File: src/rtl/usb_tkn_pkg.sv
package usb_tkn_pkg;
    localparam int FRAME_BITS = 32;
    localparam int CRC_BITS   = 5;
    localparam int FIELD_BITS = 11;
    localparam int IDX_W      = $clog2(FRAME_BITS + 1);

    typedef enum logic [1:0] {
        PH_OFF  = 2'd0,
        PH_DATA = 2'd1,
        PH_EOP  = 2'd2,
        PH_TAIL = 2'd3
    } phase_e;

    typedef struct packed {
        phase_e                ph;
        logic [FRAME_BITS-1:0] frame;
        logic [IDX_W-1:0]      idx;
        logic [2:0]            ones;
        logic [1:0]            eop;
        logic                  lvl;
        logic                  oe;
        logic                  done;
    } tx_state_t;
endpackage

File: src/rtl/tkn_crc5.sv
module tkn_crc5 #(
    parameter int IN_BITS = 11
) (
    input  logic [IN_BITS-1:0] data,
    output logic [4:0]         crc_inv
);
    logic [4:0] chain [0:IN_BITS];

    assign chain[0] = 5'b11111;

    for (genvar i = 0; i < IN_BITS; i++) begin : g_step
        logic fb;
        assign fb = data[i] ^ chain[i][4];
        assign chain[i+1] = {chain[i][3:0], 1'b0} ^ (fb ? 5'b00101 : 5'b00000);
    end

    assign crc_inv = ~chain[IN_BITS];
endmodule

File: src/rtl/tkn_frame.sv
module tkn_frame
    import usb_tkn_pkg::*;
(
    input  logic [3:0]            pid_type,
    input  logic [6:0]            dev_addr,
    input  logic [3:0]            endp,
    input  logic [CRC_BITS-1:0]   crc_inv,
    output logic [FRAME_BITS-1:0] frame
);
    localparam int CRC_POS = FRAME_BITS - CRC_BITS;

    assign frame[7:0]   = 8'h80;
    assign frame[15:8]  = {~pid_type, pid_type};
    assign frame[22:16] = dev_addr;
    assign frame[26:23] = endp;

    for (genvar k = 0; k < CRC_BITS; k++) begin : g_crc
        assign frame[CRC_POS + k] = crc_inv[CRC_BITS - 1 - k];
    end
endmodule

File: src/rtl/tkn_bit_div.sv
module tkn_bit_div #(
    parameter int CLKS_PER_BIT = 4
) (
    input  logic clk,
    input  logic rst_n,
    input  logic clear,
    output logic tick
);
    localparam int CW = (CLKS_PER_BIT > 1) ? $clog2(CLKS_PER_BIT) : 1;
    localparam logic [CW-1:0] LAST = CW'(CLKS_PER_BIT - 1);

    logic [CW-1:0] cnt_d, cnt_q;

    always_comb begin
        if (clear || cnt_q == LAST) cnt_d = '0;
        else                        cnt_d = cnt_q + 1'b1;
    end

    always_ff @(posedge clk or negedge rst_n) begin
        if (!rst_n) cnt_q <= '0;
        else        cnt_q <= cnt_d;
    end

    assign tick = !clear && (cnt_q == LAST);
endmodule

File: src/rtl/usb_token_tx.sv
module usb_token_tx
    import usb_tkn_pkg::*;
#(
    parameter int CLKS_PER_BIT = 4,
    parameter int STUFF_RUN    = 6,
    parameter int EOP_BITS     = 2
) (
    input  logic       clk,
    input  logic       rst_n,
    input  logic       start,
    input  logic [3:0] pid_type,
    input  logic [6:0] dev_addr,
    input  logic [3:0] endp,
    output logic       busy,
    output logic       line_p,
    output logic       line_n,
    output logic       line_oe,
    output logic       done
);
    localparam logic [2:0]       RUN_MAX  = 3'(STUFF_RUN);
    localparam logic [1:0]       EOP_LAST = 2'(EOP_BITS - 1);
    localparam logic [IDX_W-1:0] IDX_END  = IDX_W'(FRAME_BITS);

    tx_state_t s_d, s_q;

    logic [CRC_BITS-1:0]   crc_inv;
    logic [FRAME_BITS-1:0] frame_w;
    logic                  tick;

    tkn_crc5 #(.IN_BITS(FIELD_BITS)) u_crc (
        .data    ({endp, dev_addr}),
        .crc_inv (crc_inv)
    );

    tkn_frame u_frame (
        .pid_type (pid_type),
        .dev_addr (dev_addr),
        .endp     (endp),
        .crc_inv  (crc_inv),
        .frame    (frame_w)
    );

    tkn_bit_div #(.CLKS_PER_BIT(CLKS_PER_BIT)) u_div (
        .clk   (clk),
        .rst_n (rst_n),
        .clear (s_q.ph == PH_OFF),
        .tick  (tick)
    );

    always_comb begin
        s_d      = s_q;
        s_d.done = 1'b0;
        case (s_q.ph)
            PH_OFF: begin
                if (start) begin
                    s_d.ph    = PH_DATA;
                    s_d.frame = frame_w;
                    s_d.oe    = 1'b1;
                    s_d.idx   = IDX_W'(1);
                    if (frame_w[0]) begin
                        s_d.ones = 3'd1;
                    end else begin
                        s_d.ones = 3'd0;
                        s_d.lvl  = ~s_q.lvl;
                    end
                end
            end
            PH_DATA: begin
                if (tick) begin
                    if (s_q.ones == RUN_MAX) begin
                        s_d.ones = 3'd0;
                        s_d.lvl  = ~s_q.lvl;
                    end else if (s_q.idx < IDX_END) begin
                        s_d.idx = s_q.idx + 1'b1;
                        if (s_q.frame[s_q.idx[IDX_W-2:0]]) begin
                            s_d.ones = s_q.ones + 1'b1;
                        end else begin
                            s_d.ones = 3'd0;
                            s_d.lvl  = ~s_q.lvl;
                        end
                    end else begin
                        s_d.ph  = PH_EOP;
                        s_d.eop = 2'd0;
                    end
                end
            end
            PH_EOP: begin
                if (tick) begin
                    if (s_q.eop == EOP_LAST) begin
                        s_d.ph  = PH_TAIL;
                        s_d.lvl = 1'b1;
                    end else begin
                        s_d.eop = s_q.eop + 1'b1;
                    end
                end
            end
            default: begin
                if (tick) begin
                    s_d.ph   = PH_OFF;
                    s_d.oe   = 1'b0;
                    s_d.lvl  = 1'b1;
                    s_d.done = 1'b1;
                end
            end
        endcase
    end

    always_ff @(posedge clk or negedge rst_n) begin
        if (!rst_n) begin
            s_q       <= '0;
            s_q.ph    <= PH_OFF;
            s_q.lvl   <= 1'b1;
        end else begin
            s_q <= s_d;
        end
    end

    assign busy    = (s_q.ph != PH_OFF);
    assign line_oe = s_q.oe;
    assign line_p  = (s_q.ph == PH_EOP) ? 1'b0 : s_q.lvl;
    assign line_n  = (s_q.ph == PH_EOP) ? 1'b0 : ~s_q.lvl;
    assign done    = s_q.done;
endmodule

File: config.mk
export PLATFORM = sky130hd
export DESIGN_NAME = usb_token_tx
export DESIGN_NICKNAME = d
export VERILOG_FILES = /design/src/rtl/usb_tkn_pkg.sv /design/src/rtl/tkn_crc5.sv /design/src/rtl/tkn_frame.sv /design/src/rtl/tkn_bit_div.sv /design/src/rtl/usb_token_tx.sv
export SDC_FILE = /design/constraint.sdc
export NUM_CORES = 1
export LEC_CHECK = 0
export BUFFER_PORTS_ARGS = -buffer_cell sky130_fd_sc_hd__buf_4
export CAP_MARGIN = 20
export CORE_ASPECT_RATIO = 0.5
export CORE_UTILIZATION = 50
export CTS_CLUSTER_DIAMETER = 200
export DETAILED_ROUTE_END_ITERATION = 10
export PLACE_DENSITY = 0.78
export SLEW_MARGIN = 20
export SYNTH_ARGS = -nofsm -noshare
export SYNTH_HDL_FRONTEND = slang
export SYNTH_HIERARCHICAL = 1
export SYNTH_SLANG_ARGS = --single-unit
File: constraint.sdc
create_clock -name clk -period 2.1 [get_ports clk]
set_input_delay 0.21 -clock clk [delete_from_list [all_inputs] [get_ports clk]]
set_output_delay 0.21 -clock clk [all_outputs]
set_load 0.05 [all_outputs]
==> flow_metrics.tcl, run 1 <==
set metrics [dict create \
    outcome "complete, but fails checks" \
    violations "design-rule violations, negative setup slack" \
    cp_max_fo 5 \
    wl_um 5360 \
    fp.dieArea_mm2 0.00637 \
    hold_class "in -> reg" \
    cp-end-kind "register" \
    synth-edff-count 0 \
    worstHoldPathCells 2 \
    yosys_warnings 6 \
    port_buffers 22 \
    drv_cap 0 \
    slew_viol_final 0 \
    cts_buffer_depth 2 \
    hold_viol 0 \
    clk_latency_ps 290 \
    rsz0062_at_grt "true" \
    die_y_um 57.0 \
    rrSetupSlack_ps -80 \
    crit_type "reg -> reg" \
    fill_cells 453 \
    start_util 0.534 \
    max_freq_mhz 460 \
    skew_ps 5.50 \
    ys_seq_area_frac 0.415 \
    antenna_cells 0 \
    track_usage 0.189 \
    nNetsFinal 300 \
    clkSinkCount 50 \
    cp.arrival_ps 2350 \
    grt_max_degree 51 \
    rows 19 \
    syn_inst 261 \
    synthTopCellsByCount "dfrtp_1 (49), mux2_1 (31), buf_4 (28)" \
    route.detailed.drc 1 \
    synth_seq_cells 50 \
    power.leakage_nw 1.47 \
    ios 23 \
    avgSynthCellArea_um2 11.6 \
    wl_per_cell_um 15.5 \
    worst_pin_slew_ps 632 \
    dp_cells 334 \
    synthDistinctLibCells 54 \
    drt_iter0_drc 104 \
    setup_viol 3 \
    fin_crit_ps 2180 \
    core_region_area_mm2 0.00566 \
    grt_pass1_wl_um 9330 \
    vias_per_cell 5.49 \
    root_buffer "clkbuf_16" \
    synth_top_cell_by_area "dfrtp_1" \
    area_growth_pct 10.7 \
    hold_start "pid_type[3]" \
    syn_area_mm2 0.00302 \
    slew_headroom 0.579 \
    max-vdd-ir-drop_uv 531 \
    drtPass1Iterations 7 \
    finalHoldWorstSlack_ps 139 \
    synth_top_area_share 0.406 \
    finalWorstSetupSlack_ps -76.1 \
    synthMostInstantiatedCell "dfrtp_1" \
    stdcell_count 346 \
    synthArstFlopShare 1.00 \
    period_share 1.04 \
    vias 1901 \
    clk_pin_slew_ps 70 \
    drive_gt1_frac 0.238 \
    min_to "s_q[25]" \
    gp_congestion 0.799 \
    yosys-top-cells-area "dfrtp_1 (41%), mux2_1 (12%), buf_4 (7.0%), ha_1 (4.1%), mux2i_1 (3.3%)" \
    die_w_um 112 \
    powerDensity_mw_per_mm2 1330 \
    overflow 0 \
    required_ps 2270 \
    rr_startpoint "s_q[8]" \
    hpwl_um 3920 \
    antenna_found_initial 0 \
    numCtsBuffers 5 \
    cts_tree "done" \
    startpoint_type "register" \
    ff2ff_path_depth 6 \
    synth_ff_type "dfrtp_1" \
    htree_num_levels 2 \
    final_antenna_net_count 0 \
    grt_pass1_vias 1937 \
    reg2reg_to "s_q[7]" \
]
[worst max path at each step]
| stage | from | depth (start not counted) | slack, ps | endpoint |
|---|---|---|---|---|
| floorplan | s_q[47] | 8 | 60 | s_q[2] |
| global placement | s_q[8] | 5 | 30 | s_q[7] |
| detailed placement | s_q[8] | 5 | -50 | s_q[7] |
| CTS | s_q[8] | 5 | -30 | s_q[7] |
| global route | s_q[8] | 6 | -130 | s_q[7] |
| finish | s_q[8] | 6 | -80 | s_q[7] |
[through the flow]
stage | total power [mW] | util | setup TNS [ps] | worst slack (ps) | instance area, um^2
finish | 4.44 | 0.591 | -146 | -76.1 | 3340
global route | 4.75 | 0.591 | -340 | -130 | 3340
floorplan | 3.06 | - | 0 | 63.7 | 3040
global placement | 3.45 | 0.554 | 0 | 27.4 | 3140
CTS | 4.40 | 0.583 | -29.6 | -29.6 | 3300
detailed placement | 3.55 | 0.554 | -54.6 | -54.6 | 3140
[sequential cells by signal (all words and copies together), names as in the netlist]
name / count
s_q: 46
u_div/cnt_q: 2
done: 1
line_oe: 1
[cell type report]
cell class,instances,area (um^2),area share
multi-input combinational,169,1520,0.454
clock buffer,5,125,0.0374
inverter,12,45.0,0.0135
timing repair buffer,34,283,0.0846
sequential,50,1250,0.375
clock inverter,3,26.3,0.00786
tap,73,91.3,0.0273
[logic make-up (layout without fill, tap and decap cells)]
logic type / Yosys count / in the layout / synth area share
muxes: 47 / 47 / 0.190
DFF: 50 / 50 / 0.415
other: 2 / 8 / 0.00249
xor gates and xnor gates: 19 / 19 / 0.0717
and+or+nand+nor: 51 / 51 / 0.0994
adders and majority gates: 10 / 10 / 0.0414
buffers and inverters: 48 / 54 / 0.0973
AOI/OAI and AO/OA: 34 / 34 / 0.0833
[layout by cell type, fill, tap and decap left out, types with 3 or more instances in the layout]
cell type	count
dfrtp_1	47
mux2_1	31
buf_4	31
inv_1	11
mux2i_1	10
nand2_1	10
nor2_1	9
ha_1	9
xnor2_1	8
conb_1	8
xor2_1	6
nor2b_1	5
a21oi_1	5
o21ai_0	5
clkbuf_16	5
o21ai_1	4
nand3_1	3
nand2b_1	3
o211ai_1	3
nand3b_1	3
mux4_2	3
[report_power, final]
group	internal [mW]	total, mW	leakage (nW)	switching (mW)
Combinational	0.975	1.93	0.796	0.956
Clock	0.452	0.827	0.0748	0.375
Sequential	1.39	1.68	0.604	0.296
Total	2.82	4.44	1.47	1.63
[per-layer routing]
| metal | part of all wire | vias up | track usage |
|---|---|---|---|
| met2 | 0.46 | 46 | 0.304 |
| met3 | 0.049 | 8 | 0.0499 |
| met4 | 0.011 | 0 | 0.0676 |
| met1 | 0.48 | 945 | 0.252 |
| li1 | - | 902 | - |
| met5 | 0 | - | 0 |
[critical path, stage by stage (launching register included)]
cell	delay (ps)
dfrtp_2	430
mux4_2	520
a22o_1	250
o41ai_4	310
buf_4	190
nor2_2	40
a221o_1	310
[repair_timing]
action	4_1_cts	5_1_grt
pin swaps	0	5
setup buffers	0	3
hold buffers	1	0
endpoints found under the setup margin	2	6
endpoints found under the hold margin	49	0
gates resized for setup	1	9
Note: power is estimated with default switching activity, not from simulation.
==> inputs of run 2 (changes only) <==
--- a/config.mk
+++ b/config.mk
@@ -8,10 +8,10 @@
 export BUFFER_PORTS_ARGS = -buffer_cell sky130_fd_sc_hd__buf_4
 export CAP_MARGIN = 20
 export CORE_ASPECT_RATIO = 0.5
-export CORE_UTILIZATION = 50
+export CORE_UTILIZATION = 55
 export CTS_CLUSTER_DIAMETER = 200
 export DETAILED_ROUTE_END_ITERATION = 10
-export PLACE_DENSITY = 0.78
+export PLACE_DENSITY = 0.84
 export SLEW_MARGIN = 20
 export SYNTH_ARGS = -nofsm -noshare
 export SYNTH_HDL_FRONTEND = slang
==> run 2 against run 1 <==
  * The run now ends clean
  * Flip-flop and latch count unchanged
  * Combinational power grew 3%
  * Utilization grew 5.7 points
  * Fmax is 3.8% higher
  * Global-route usage is 1.3 points higher
  * Largest cell class unchanged
  * Largest power group unchanged
  * Highest routed layer unchanged
==> flow_metrics.tcl, run 2 (synthesized netlist as in run 1, its figures left out) <==
set metrics [dict create \
    finalHoldWorstSlack_ps 124 \
    gp_congestion 0.820 \
    drive_gt1_frac 0.266 \
    die_w_um 107 \
    power.total_mw 4.25 \
    slew_headroom 0.587 \
    nNetsFinal 301 \
    clkSinkCount 50 \
    max-vdd-ir-drop_uv 727 \
    required_ps 2300 \
    cts_buffer_depth 2 \
    overflow 0 \
    numCtsBuffers 5 \
    stdcell_area_mm2 0.00331 \
    wl_um 5370 \
    cp-end-kind "register" \
    drv_cap 0 \
    fp.dieArea_mm2 0.00581 \
    mostFrequentLayoutCells "dfrtp_1 (46), buf_4 (32), mux2_1 (31)" \
    cts_tree "done" \
    combPwrFrac 0.466 \
    rr_startpoint "s_q[8]" \
    layout_commonest_cell "dfrtp_1" \
    slew_viol_final 0 \
    grt_max_degree 51 \
    max_flop_register "s_q" \
    crit_path_start "s_q[8]" \
    worst_pin_slew_ps 619 \
    stdcell_count 344 \
    routed.top_layer "met4" \
    hpwl_um 3890 \
    setup_viol 0 \
    pwr-share-seq 0.395 \
    post-route-util 0.648 \
    fill_cells 387 \
    hold_start "pid_type[3]" \
    ios 23 \
    wl_met3_um 194 \
    start_util 0.591 \
    vias_per_cell 5.53 \
    area_growth_pct 9.73 \
    clockPowerShare 0.138 \
    switching_share 0.384 \
    cp_max_fo 5 \
    clk_pin_slew_ps 90 \
    finalWorstSetupSlack_ps 4.02 \
    root_buffer "clkbuf_8" \
    power.leakage_nw 1.45 \
    pre_cts_slack_ps -44.4 \
    vias 1904 \
    largest_register_ffs 46 \
    drt_iter0_drc 92 \
    outcome "finished, final reports clean" \
    largestRegisters "s_q: 46 flops, u_div/cnt_q: 2 flops" \
    grt_pass1_wl_um 8860 \
    htree_num_levels 2 \
    antenna_found_initial 0 \
    core_region_area_mm2 0.00511 \
    dpl_cell_area_mm2 0.00312 \
    crit_type "reg -> reg" \
    hold_viol 0 \
    clk_latency_ps 310 \
    rsz0062_at_grt "true" \
    track_usage 0.203 \
    max_freq_mhz 477 \
    dp_cells 331 \
    p_int_mw 2.62 \
    skew_ps 6.33 \
    startpoint_type "register" \
    wl_met1_um 2610 \
    grt_pass1_vias 1858 \
    drtPass1Iterations 5 \
    rows 18 \
    period_share 0.998 \
    port_buffers 22 \
    powerDensity_mw_per_mm2 1280 \
    wl_per_cell_um 15.6 \
    die_y_um 54.4 \
    hold_class "in -> reg" \
    switchingPower_mw 1.63 \
    final_antenna_net_count 0 \
    cp.arrival_ps 2300 \
    dr_wl_met2_um 2500 \
    antenna_cells 0 \
    tns_ps 0 \
    fin_crit_ps 2100 \
    route.detailed.drc 0 \
]
==> run 2: changes by cell type in the layout (fill, tap and decap cells not counted), moves of 2 or more <==
| cell | delta |
|---|---|
| clkbuf_8 | +5 |
| nor2b_2 | -2 |
| clkinvlp_4 | +2 |
| nor2b_4 | +3 |
| clkbuf_16 | -5 |
==> run 2: final cells by class <==
class	instances	area, um^2	share of cell area
Timing Repair Buffer	35	282	0.0849
Clock inverter	3	23.8	0.00717
Clock buffer	5	68.8	0.0208
Inverter	12	45.0	0.0136
Tap cell	70	87.6	0.0264
Multi-Input combinational cell	169	1550	0.468
Sequential cell	50	1260	0.379
==> run 2: layer usage <==
layer  vias to the layer above  track usage
met4                         0       0.0639
li1                        890            -
met3                         8       0.0429
met5                         -            0
met1                       965        0.266
met2                        41        0.347
==> run 2: worst max-delay path, cell delays in order (launching register included) <==
cell and delay, ps:
dfrtp_2 450, mux4_2 520, a22o_1 250, o41ai_4 370, nor4b_1 120, a221o_1 270
==> run 2: timing repair <==
item                                   in CTS  in global routing
setup endpoints to repair                   2                  8
setup buffers                               0                  4
pin swaps                                   0                  2
resized for setup                           3                 18
hold buffers                                1                  0
endpoints found under the hold margin      49                  0
==> run 2: final timing paths <==
kind,cells after the start,slack (ps),end
min reg2reg,1,460,u_div/cnt_q[0]
max,5,4,s_q[7]
min in group asynchronous,2,460,s_q[42]
min,2,120,s_q[25]
max reg2reg,5,4,s_q[7]
max in group asynchronous,2,1200,s_q[8]
==> run 2: power groups by stage <==
stage                     logic, mW  clock network (mW)  registers (mW)
after floorplan                1.48                   0            1.58
after global placement         1.76                   0            1.65
after detailed placement       1.85                   0            1.68
after CTS                      1.85               0.591            1.67
after global routing           2.17               0.634            1.73
final                          1.98               0.589            1.68
==> inputs of run 3 (changes only) <==
--- a/config.mk
+++ b/config.mk
@@ -5,8 +5,8 @@
 export SDC_FILE = /design/constraint.sdc
 export NUM_CORES = 1
 export LEC_CHECK = 0
+export ABC_AREA = 1
 export BUFFER_PORTS_ARGS = -buffer_cell sky130_fd_sc_hd__buf_4
-export CAP_MARGIN = 20
 export CORE_ASPECT_RATIO = 0.5
 export CORE_UTILIZATION = 55
 export CTS_CLUSTER_DIAMETER = 200
==> run 3 against run 2 <==
  * Via count is 32% higher
  * Critical path depth grew 5
  * Global-route usage increased by 1.7 points
  * Setup slack improved by 140 ps
  * Die area rose by 4.0%
  * Total power grew 6.2%
  * Routed wire length grew 10%
  * Utilization shrank 3.0 points
  * Synthesized area grew 4.1%
==> flow_metrics.tcl, run 3 <==
set metrics [dict create \
    syn_inst 429 \
    wl_um 5910 \
    max_flop_register "s_q" \
    synth_top_area_share 0.390 \
    cp.arrival_ps 2180 \
    cts_buffer_depth 2 \
    startpoint_type "register" \
    fp.dieArea_mm2 0.00604 \
    stdcell_count 509 \
    rows 19 \
    pre_cts_slack_ps 58.4 \
    power.leakage_nw 1.80 \
    largest_register_ffs 46 \
    track_usage 0.220 \
    max_freq_mhz 511 \
    finalWorstSetupSlack_ps 145 \
    root_buffer "clkbuf_16" \
    core_region_area_mm2 0.00549 \
    hold_class "in -> reg" \
    synth_ff_type "dfrtp_1" \
    grt_pass1_vias 2378 \
    outcome "finished, final reports clean" \
    drt_iter0_drc 131 \
    synthSimpleGateAreaFrac 0.295 \
    die_y_um 55.5 \
    crit_type "reg -> reg" \
    period_share 0.931 \
    area_growth_pct 7.96 \
    gp_congestion 0.899 \
    layout_commonest_cell "nand2_1" \
    synthArstFlopShare 1.00 \
    required_ps 2320 \
    skew_ps 3.94 \
    powerDensity_mw_per_mm2 1330 \
    hpwl_um 4230 \
    max-vdd-ir-drop_uv 942 \
    drtPass1Iterations 5 \
    clk_latency_ps 290 \
    die_w_um 109 \
    start_util 0.573 \
    synth_seq_cells 50 \
    synth_compound_area_frac 0.0832 \
    numCtsBuffers 5 \
    synth-adder-area-share 0.0398 \
    dp_cells 499 \
    cp-end-kind "register" \
    clkSinkCount 50 \
    slew_viol_final 0 \
    hold_viol 0 \
    yosys_warnings 6 \
    synth_top_family_by_area "simple AND/OR/NAND/NOR gates" \
    htree_num_levels 2 \
    route.detailed.drc 0 \
    cts_tree "done" \
    grt_max_degree 51 \
    ys_seq_area_frac 0.398 \
    nNetsFinal 464 \
    synthDistinctLibCells 37 \
    slew_headroom 0.597 \
    yosys-top-cells-area "dfrtp_1 (39%), nand2_1 (17%), buf_4 (6.9%), inv_1 (5.7%), nand3_1 (4.3%)" \
    vias 2504 \
    rsz0062_at_grt "true" \
    synth-edff-count 0 \
    ios 23 \
    synth_xor_area_frac 0.0271 \
    synthMostInstantiatedCell "nand2_1" \
    syn_area_mm2 0.00314 \
    avgSynthCellArea_um2 7.33 \
    drive_gt1_frac 0.163 \
    synth_mux_area_frac 0.00318 \
    overflow 0 \
    final_antenna_net_count 0 \
    worst_pin_slew_ps 604 \
    antenna_found_initial 0 \
    synth_top_cell_by_area "dfrtp_1" \
    clk_pin_slew_ps 60 \
    antenna_cells 0 \
    setup_viol 0 \
    power.total_mw 4.52 \
    synthTopCellsByCount "nand2_1 (141), dfrtp_1 (49), inv_1 (48)" \
    grt_pass1_wl_um 10300 \
    largestRegisters "s_q: 46 flops, u_div/cnt_q: 2 flops" \
    port_buffers 22 \
    mostFrequentLayoutCells "nand2_1 (141), dfrtp_1 (49), inv_1 (48)" \
    drv_cap 0 \
    fin_crit_ps 1960 \
    cp_max_fo 8 \
    vias_per_cell 4.92 \
    post-route-util 0.618 \
    wl_per_cell_um 11.6 \
]
-- run 3: stage by stage --
stage / setup TNS, ps / instance area, um^2 / hold slack [ps]
3_5_place_dp: 0 / 3220 / 264
2_1_floorplan: 0 / 3170 / -85.6
5_1_grt: -32.9 / 3390 / 146
4_1_cts: 0 / 3370 / 138
3_3_place_gp: 0 / 3220 / 269
6_report: 0 / 3390 / 138
-- run 3: logic make-up after synthesis --
group,Yosys count
buf+inv,96
mux,1
compound gates,48
xor+xnor,8
other cells,2
fa+ha+maj,10
simple gates,214
flops,50
-- run 3: path summary, 6_finish.rpt --
check / slack, ps / start / end / cells after the start
hold / removal: 140 / endp[1] / s_q[38] / 3
setup / recovery: 140 / s_q[47] / s_q[13] / 10
min in group asynchronous: 480 / rst_n / s_q[3] / 2
setup reg to reg: 140 / s_q[47] / s_q[13] / 10
hold reg to reg: 430 / u_div/cnt_q[0] / u_div/cnt_q[0] / 1
max in group asynchronous: 1220 / rst_n / s_q[23] / 2
-- run 3: power by group --
group	internal [mW]	switching [mW]	leakage, nW
Combinational	0.768	1.39	1.11
Sequential	1.38	0.213	0.625
Clock	0.430	0.335	0.0694
-- run 3: worst max-delay path: stages, from the launching register on --
cell     delay [ps]
dfrtp_1         410
inv_1           160
ha_1            290
inv_2           140
nor2_4          150
a21oi_2          70
nor3_4          230
inv_2            90
nor3_4          150
nand2_1          90
a21oi_2         110
-- run 3: area by class of cell --
cell class	count	area [um^2]
Clock buffer	5	125
Inverter	57	214
Clock inverter	2	10.0
Timing Repair Buffer	33	250
Tap cell	73	91.3
Fill cell	502	2100
Multi-Input combinational cell	289	1450
Sequential cell	50	1250
-- run 3: per-layer routing --
metal	global-route usage	part of all wire	wire, um
met1	0.313	0.49	2920
met3	0.0508	0.053	312
met2	0.341	0.44	2610
met4	0.0560	0.011	63
met5	0	0	0
-- run 3: what timing repair did --
| action | 4_1_cts | 5_1_grt |
|---|---|---|
| hold endpoints to repair | 49 | 0 |
| hold buffers | 1 | 0 |
| setup buffers | 0 | 2 |
| resized for setup | 0 | 3 |
| setup endpoints to repair | 0 | 7 |
